File: config.mk
export PLATFORM = sky130hd
export DESIGN_NAME = pwg_top
export DESIGN_NICKNAME = d
export VERILOG_FILES = /design/src/rtl/pwg_pkg.sv /design/src/rtl/pwg_keyreg.sv /design/src/rtl/pwg_compare.sv /design/src/rtl/pwg_lockfsm.sv /design/src/rtl/pwg_filter.sv /design/src/rtl/pwg_top.sv
export SDC_FILE = /design/constraint.sdc
export NUM_CORES = 1
export LEC_CHECK = 0
export BUFFER_PORTS_ARGS = -buffer_cell sky130_fd_sc_hd__buf_2
export CORE_MARGIN = 8
export CORE_UTILIZATION = 37
export CTS_CLUSTER_SIZE = 12
export DETAILED_ROUTE_END_ITERATION = 16
export PLACE_DENSITY_LB_ADDON = 0.2
export SYNTH_ARGS = -nofsm -noshare
export SYNTH_HDL_FRONTEND = slang
export SYNTH_SLANG_ARGS = --single-unit
File: constraint.sdc
create_clock -name clk -period 2.99 [get_ports clk]
set_input_delay 0.598 -clock clk [delete_from_list [all_inputs] [get_ports clk]]
set_output_delay 0.598 -clock clk [all_outputs]
set_load 0.01 [all_outputs]
File: src/rtl/pwg_pkg.sv
package pwg_pkg;
  typedef enum logic [1:0] {
    SRC_ONCHIP = 2'd0,
    SRC_DEBUG  = 2'd1,
    SRC_EXTMEM = 2'd2,
    SRC_OTHER  = 2'd3
  } src_e;
endpackage

File: src/rtl/pwg_keyreg.sv
module pwg_keyreg #(
  parameter int WORD_W    = 16,
  parameter int NUM_WORDS = 8,
  localparam int IDX_W    = $clog2(NUM_WORDS),
  localparam int KEY_W    = WORD_W * NUM_WORDS
) (
  input  logic              clk,
  input  logic              rst_n,
  input  logic              wr_en,
  input  logic [IDX_W-1:0]  wr_idx,
  input  logic [WORD_W-1:0] wr_data,
  output logic [KEY_W-1:0]  key_view,
  output logic              commit
);
  localparam logic [IDX_W-1:0] LAST_IDX = IDX_W'(NUM_WORDS - 1);

  assign commit = wr_en && (wr_idx == LAST_IDX);

  for (genvar i = 0; i < NUM_WORDS; i++) begin : g_word
    logic [WORD_W-1:0] word_q;
    logic              hit;
    assign hit = wr_en && (wr_idx == IDX_W'(i));
    always_ff @(posedge clk) begin
      if (!rst_n)   word_q <= '0;
      else if (hit) word_q <= wr_data;
    end
    // forward the word being written so the comparison sees the new key
    assign key_view[i*WORD_W +: WORD_W] = hit ? wr_data : word_q;
  end
endmodule

File: src/rtl/pwg_compare.sv
module pwg_compare #(
  parameter int WORD_W    = 16,
  parameter int NUM_WORDS = 8,
  localparam int KEY_W    = WORD_W * NUM_WORDS
) (
  input  logic [KEY_W-1:0] pw,
  input  logic [KEY_W-1:0] key,
  output logic             match,
  output logic             pw_zero,
  output logic             pw_ones
);
  logic [NUM_WORDS-1:0] word_eq;

  for (genvar i = 0; i < NUM_WORDS; i++) begin : g_eq
    assign word_eq[i] = (pw[i*WORD_W +: WORD_W] == key[i*WORD_W +: WORD_W]);
  end

  assign match   = &word_eq;
  assign pw_zero = ~|pw;
  assign pw_ones = &pw;
endmodule

File: src/rtl/pwg_lockfsm.sv
module pwg_lockfsm (
  input  logic clk,
  input  logic rst_n,
  input  logic blank,
  input  logic sealed,
  input  logic commit,
  input  logic match,
  input  logic force_lock,
  output logic unlocked
);
  always_ff @(posedge clk) begin
    if (!rst_n)          unlocked <= blank && !sealed;
    else if (force_lock) unlocked <= 1'b0;
    else if (commit)     unlocked <= match && !sealed;
  end

  AST_SEALED_STAYS_LOCKED: assert property (@(posedge clk) disable iff (!rst_n)
    sealed |-> !unlocked);
  AST_FORCE_RELOCKS: assert property (@(posedge clk) disable iff (!rst_n)
    force_lock |=> !unlocked);
  AST_HOLD_WITHOUT_COMMIT: assert property (@(posedge clk) disable iff (!rst_n)
    (!commit && !force_lock) |=> $stable(unlocked));
  AST_MISMATCH_LOCKS: assert property (@(posedge clk) disable iff (!rst_n)
    (commit && !match) |=> !unlocked);
endmodule

File: src/rtl/pwg_filter.sv
module pwg_filter
  import pwg_pkg::*;
(
  input  logic clk,
  input  logic rst_n,
  input  logic valid,
  input  src_e src,
  input  logic prot,
  input  logic unlocked,
  output logic allow
);
  always_comb begin
    if (!valid)                 allow = 1'b0;
    else if (!prot)             allow = 1'b1;
    else if (src == SRC_ONCHIP) allow = 1'b1;
    else                        allow = unlocked;
  end

  AST_TRUSTED_PASSES: assert property (@(posedge clk) disable iff (!rst_n)
    (valid && src == SRC_ONCHIP) |-> allow);
  AST_UNTRUSTED_BLOCKED: assert property (@(posedge clk) disable iff (!rst_n)
    (valid && prot && src != SRC_ONCHIP && !unlocked) |-> !allow);
  AST_IDLE_NO_ALLOW: assert property (@(posedge clk) disable iff (!rst_n)
    !valid |-> !allow);
endmodule

File: src/rtl/pwg_top.sv
module pwg_top
  import pwg_pkg::*;
#(
  parameter int WORD_W    = 16,
  parameter int NUM_WORDS = 8,
  localparam int IDX_W    = $clog2(NUM_WORDS),
  localparam int KEY_W    = WORD_W * NUM_WORDS
) (
  input  logic              clk,
  input  logic              rst_n,
  input  logic [KEY_W-1:0]  pw_i,
  input  logic              key_we,
  input  logic [IDX_W-1:0]  key_idx,
  input  logic [WORD_W-1:0] key_data,
  input  logic              force_lock,
  input  logic              acc_valid,
  input  logic [1:0]        acc_src,
  input  logic              acc_prot,
  output logic              acc_allow,
  output logic              unlocked_o,
  output logic              perm_lock_o,
  output logic              blank_o
);
  logic [KEY_W-1:0] key_view;
  logic             commit, match, pw_zero, pw_ones, unlocked;

  pwg_keyreg #(.WORD_W(WORD_W), .NUM_WORDS(NUM_WORDS)) u_key (
    .clk(clk), .rst_n(rst_n), .wr_en(key_we), .wr_idx(key_idx),
    .wr_data(key_data), .key_view(key_view), .commit(commit));

  pwg_compare #(.WORD_W(WORD_W), .NUM_WORDS(NUM_WORDS)) u_cmp (
    .pw(pw_i), .key(key_view), .match(match),
    .pw_zero(pw_zero), .pw_ones(pw_ones));

  pwg_lockfsm u_lock (
    .clk(clk), .rst_n(rst_n), .blank(pw_ones), .sealed(pw_zero),
    .commit(commit), .match(match), .force_lock(force_lock),
    .unlocked(unlocked));

  pwg_filter u_filt (
    .clk(clk), .rst_n(rst_n), .valid(acc_valid), .src(src_e'(acc_src)),
    .prot(acc_prot), .unlocked(unlocked), .allow(acc_allow));

  assign unlocked_o  = unlocked;
  assign perm_lock_o = pw_zero;
  assign blank_o     = pw_ones;

  AST_BLANK_SEALED_EXCLUSIVE: assert property (@(posedge clk) disable iff (!rst_n)
    !(blank_o && perm_lock_o));
endmodule

==> flow_metrics.tcl, run 1 <==
set metrics [dict create \
    outcome "completed" \
    reg2reg_from "u_key.g_word[6].word_q[0]" \
    crit_arrival_ps 3180 \
    multi_input_area_um2 4430 \
    cp.required_ps 3220 \
    antenna_found_initial 0 \
    drv_cap 0 \
    drtIter0Drc 748 \
    cts_root_buf "clkbuf_16" \
    io_pins 159 \
    worst-setup-path-type "primary input to flip-flop" \
    min_to "u_key.g_word[6].word_q[4]" \
    seqCellArea_um2 2590 \
    hold_viol_final 0 \
    synth_top_area_share_pct 35.4 \
    syn_area_um2 7240 \
    syn_avg_cell_area_um2 9.24 \
    hp-class "flip-flop to flip-flop" \
    synth_nets 939 \
    synth_edf_count 1 \
    hpwl_um 28900 \
    die_area_um2 24300 \
    place_congestion 1.01 \
    rows 51 \
    utilization_pct 53.7 \
    regToRegEndpoint "u_lock.unlocked" \
    yosysWarnings 0 \
    synth.distinct_cells 57 \
    drc_errors 0 \
    portBuffers 158 \
    finalNonFillerCells 1373 \
    start_util_pct 37.5 \
    power_leakage_uw 0.00433 \
    post_drt_via_cell_ratio 5.62 \
    synthCells 784 \
    synth.area.top_cells "dfxtp_1 (35%), mux2i_1 (16%), nor2b_1 (11%), nand4_1 (4.7%), nor4_1 (4.6%)" \
    crit_fanout 10 \
    antenna_violating_nets_post_route 0 \
    syn2layout_area_growth_pct 43.3 \
    final_cell_mix "buf_4 (168), buf_2 (156), dfxtp_1 (128), nor2b_1 (123), mux2i_1 (108)" \
    drt_first_pass_iters 5 \
    final-setup-viol-count 0 \
    hold_path_depth 2 \
    numCtsBuffers 17 \
    final_common_cell "buf_4" \
    reg2reg_slack_ps 540 \
    worstSetupEndpointType "flip-flop" \
    clock_latency_ps 430 \
    grt_pass1_vias 7611 \
    hp-start "u_key.g_word[6].word_q[4]" \
    grt-ovfl-total 0 \
    path_clk_slew_ps 60 \
    ys_ff_latch 129 \
    reg2reg_depth 9 \
    whs_ps 470 \
    grt_usage_pct 29.2 \
    slew_headroom_pct 48.7 \
    max_freq_mhz 338 \
    nNetsFinal 1249 \
    die_x_um 156 \
    tritoncts "built" \
    yosysSeqAreaShare_pct 35.8 \
    grt_pass1_wl_um 50900 \
    synth_top_cell_by_area "dfxtp_1" \
    finalWirelength_um 36200 \
    routed-via-count 7716 \
    layout_min_cycle_time_ps 2960 \
    cts_buffer_depth 2 \
    drive_gt1_share_pct 36.4 \
    nFillCells 1864 \
    fin_crit_sh_pct 98.9 \
    synth_async_sr_flop_share_pct 0 \
    holdBufCountCts 0 \
    powerDensity_nw_per_um2 473 \
    tightest_slew_ps 769 \
    grt_max_degree 82 \
    skew_ps 6.69 \
    crit_path_start_kind "primary input" \
    worst_ir_drop_vdd_uv 399 \
    slew_viol_final 0 \
    cts_sinks 129 \
    synth_ff_type "dfxtp_1" \
    dpl.cell_count 1329 \
    worst_slack_ps 33.0 \
    die_h_um 156 \
    routedWlPerCell_um 26.3 \
    coreArea_um2 19300 \
    post-place-ws_ps -534 \
    cts_max_level 4 \
]
## registers in the layout, summed over array words and instances (netlist names)
register and flops:
u_key.g_word.word_q 128, u_lock.unlocked 1
## logic make-up after synthesis
family	share of synthesized area, %
multiplexers	16.5
flip-flops	35.8
buffers and inverters	4.80
XOR/XNOR	6.53
AO/OA/AOI/OAI	10.5
AND/OR/NAND/NOR	25.9
## worst max-delay path, cell delays in order
cell	delay, ps
buf_4	130
buf_6	130
and4bb_1	320
buf_12	160
buf_4	120
mux2i_1	250
xor2_1	320
nand4_1	210
nor4_1	280
nand4_1	220
o41ai_4	430
## area by class of cell
class                      instances  area share [%]
antenna                            1          0.0241
clock buffer                      22            4.76
clock inverter                    10            1.42
inverter                          18           0.651
multi-input combinational        588            42.7
sequential                       129            25.0
tap                              265            3.19
timing repair buffer             340            22.3
## metal layers
layer,vias to the layer above,wire [um],global-route usage [%]
met2,441,15700,45.0
li1,3527,-,-
met1,3663,15700,38.0
met5,-,0,0
met3,85,3300,7.20
met4,0,1480,12.8
## report_power, final
part / total [uW] / switching [uW] / internal [uW]
registers: 1770 / 12.1 / 1760
logic: 865 / 502 / 363
clock network: 2280 / 844 / 1430
## repair_timing
item,CTS,global route
cloned,0,1
hold endpoints to repair,0,0
endpoints found under the setup margin,1,1
resized for setup,2,34
setup buffers,2,8
pin swaps,1,13
## metrics by stage
step / area, um^2 / power (uW) / setup TNS [ps]
finish: 10400 / 4910 / 0
global route: 10400 / 5030 / -1.77
CTS: 10200 / 4880 / 0
detailed placement: 9490 / 2620 / -534
global placement: 9490 / 2630 / -492
floorplan: 7240 / 2120 / 0
## Yosys cell counts, drive strengths merged, types with 17 or more instances
cell,n
nor4,53
nand2,28
xnor2,27
inv,18
nor2b,123
mux2i,119
nand4,54
a21oi,17
nor2,25
clkbuf,27
buf,22
dfxtp,128
xor2,27
## how the worst max path moves through the flow
| stage | start | endpoint | slack (ps) | cells after the start |
|---|---|---|---|---|
| finish | key_idx[0] | u_lock.unlocked | 30 | 11 |
| global route | key_idx[0] | u_lock.unlocked | -2 | 13 |
| CTS | key_idx[2] | u_lock.unlocked | 30 | 11 |
| detailed placement | key_idx[1] | u_lock.unlocked | -530 | 10 |
| global placement | key_idx[1] | u_lock.unlocked | -490 | 9 |
| floorplan | key_idx[0] | u_lock.unlocked | 100 | 10 |
Note: power is estimated with default switching activity, not from simulation.
==> run 2, diff against run 1 <==
BUFFER_PORTS_ARGS = -buffer_cell sky130_fd_sc_hd__clkbuf_2   (was -buffer_cell sky130_fd_sc_hd__buf_2)
==> flow_metrics.tcl, run 2 (synthesis gave the netlist of run 1 again) <==
set metrics [dict create \
    cts_sinks 129 \
    rsz0062_at_grt "true" \
    final-setup-viol-count 1 \
    grt-ovfl-total 0 \
    hold_path_depth 2 \
    largest-register "u_key.g_word.word_q" \
    worstSetupEndpointType "flip-flop" \
    die_area_um2 24300 \
    powerDensity_nw_per_um2 468 \
    worst-setup-path-type "primary input to flip-flop" \
    drt_first_pass_iters 8 \
    fin_setup_tns_ps -54.6 \
    antenna_found_initial 0 \
    tritoncts "built" \
    worst_ir_drop_vdd_uv 389 \
    portBuffers 158 \
    power_uw 4810 \
    largest_register_ffs 128 \
    hold_viol_final 0 \
    skew_ps 14.3 \
    use_met1_pct 37.3 \
    finalWirelength_um 36300 \
    dpl-instance-area_um2 9590 \
    outcome "finished, violations left" \
    start_util_pct 37.5 \
    reg_top3 "u_key.g_word.word_q (128), u_lock.unlocked (1)" \
    post_drt_via_cell_ratio 5.66 \
    routedWlPerCell_um 26.2 \
    final_cell_mix "buf_4 (188), clkbuf_2 (157), dfxtp_1 (128), nor2b_1 (123), mux2i_1 (115)" \
    drtIter0Drc 765 \
    place_congestion 1.01 \
    numCtsBuffers 17 \
    die_h_um 156 \
    met3_usage_pct 8.31 \
    slew_headroom_pct 21.3 \
    nNetsFinal 1261 \
    grt_pass1_wl_um 51100 \
    cts_root_buf "clkbuf_16" \
    slew_viol_final 0 \
    die_x_um 156 \
    whs_ps 477 \
    io_pins 159 \
    reg2reg_depth 8 \
    path_clk_slew_ps 60 \
    drc_errors 0 \
    grt_max_degree 130 \
    violations "negative setup slack" \
    design_area_um2 10300 \
    top_usage_layer "met2" \
    power_leakage_uw 0.00434 \
    clock_latency_ps 430 \
    drv_cap 0 \
    layout_min_cycle_time_ps 3040 \
    crit_arrival_ps 3260 \
    hpwl_um 29600 \
    syn2layout_area_growth_pct 41.9 \
    fin_crit_sh_pct 102 \
    grtUsageMet2_pct 45.3 \
    drive_gt1_share_pct 35.8 \
    coreArea_um2 19300 \
    cts_buffer_depth 2 \
    antenna_cells 0 \
    final_common_cell "buf_4" \
    max_freq_mhz 328 \
    antenna_violating_nets_post_route 0 \
    cp.required_ps 3210 \
    tightest_slew_ps 1180 \
    crit_path_start_kind "primary input" \
    hp-class "flip-flop to flip-flop" \
    rows 51 \
    grt_pass1_vias 7828 \
    crit_fanout 6 \
    grt_usage_pct 29.5 \
    routed-via-count 7839 \
    cts_max_level 4 \
    worst_slack_ps -54.6 \
]
## run 2: cell types whose count changed in the layout (fill, tap and decap cells not counted), moves of 7 or more
| cell | change |
|---|---|
| buf_2 | -155 |
| buf_4 | +20 |
| clkbuf_2 | +157 |
| mux2i_1 | +7 |
| mux2i_2 | -7 |
## run 2: power by group
part / leakage [uW] / internal [uW] / switching [uW]
registers: 0.00105 / 1760 / 12.4
clock network: 0.000296 / 1320 / 851
logic: 0.00300 / 362 / 502
total: 0.00434 / 3450 / 1370
## run 2: final cells by class
cell class | instances | area, um^2
Fill cell | 1861 | 9050
Multi-Input combinational cell | 588 | 4360
Sequential cell | 129 | 2590
Timing Repair Buffer | 352 | 2320
Clock buffer | 18 | 429
Tap cell | 265 | 332
Clock inverter | 14 | 178
Inverter | 18 | 67.6
## run 2: path summary, 6_finish.rpt
| path | end | startpoint | slack [ps] |
|---|---|---|---|
| hold / removal | u_key.g_word[6].word_q[4] | u_key.g_word[6].word_q[4] | 480 |
| setup / recovery | u_lock.unlocked | key_idx[1] | -50 |
| setup reg to reg | u_lock.unlocked | u_key.g_word[6].word_q[0] | 430 |
| hold reg to reg | u_key.g_word[6].word_q[4] | u_key.g_word[6].word_q[4] | 480 |
## run 2: routing by layer
layer / vias to the layer above / part of all wire, %
li1: 3546 / -
met1: 3720 / 42
met4: 0 / 4.7
met2: 481 / 43
met5: - / 0
met3: 92 / 10
## run 2: what timing repair did
item	4_1_cts	5_1_grt
pin swaps	1	2
hold buffers	0	0
setup endpoints to repair	1	1
resized for setup	5	6
buffers inserted	3	0
## run 2: worst max-delay path, stage by stage
cell and delay, ps:
clkbuf_2 110, buf_4 150, and4bb_2 390, buf_4 210
buf_4 140, mux2i_1 220, o2bb2ai_1 110, a221oi_1 410
o2111ai_1 180, nor4_1 240, nand3_1 140, o41ai_2 370
## run 2: metrics by stage
| stage | std cells | utilization [%] | setup WS (ps) |
|---|---|---|---|
| 2_1_floorplan | 784 | - | 98.6 |
| 3_3_place_gp | 1349 | 49.6 | -513 |
| 3_5_place_dp | 1349 | 49.6 | -577 |
| 4_1_cts | 1384 | 53.0 | 2.23 |
| 5_1_grt | 1384 | 53.2 | -68.6 |
| 6_report | 1384 | 53.2 | -54.6 |
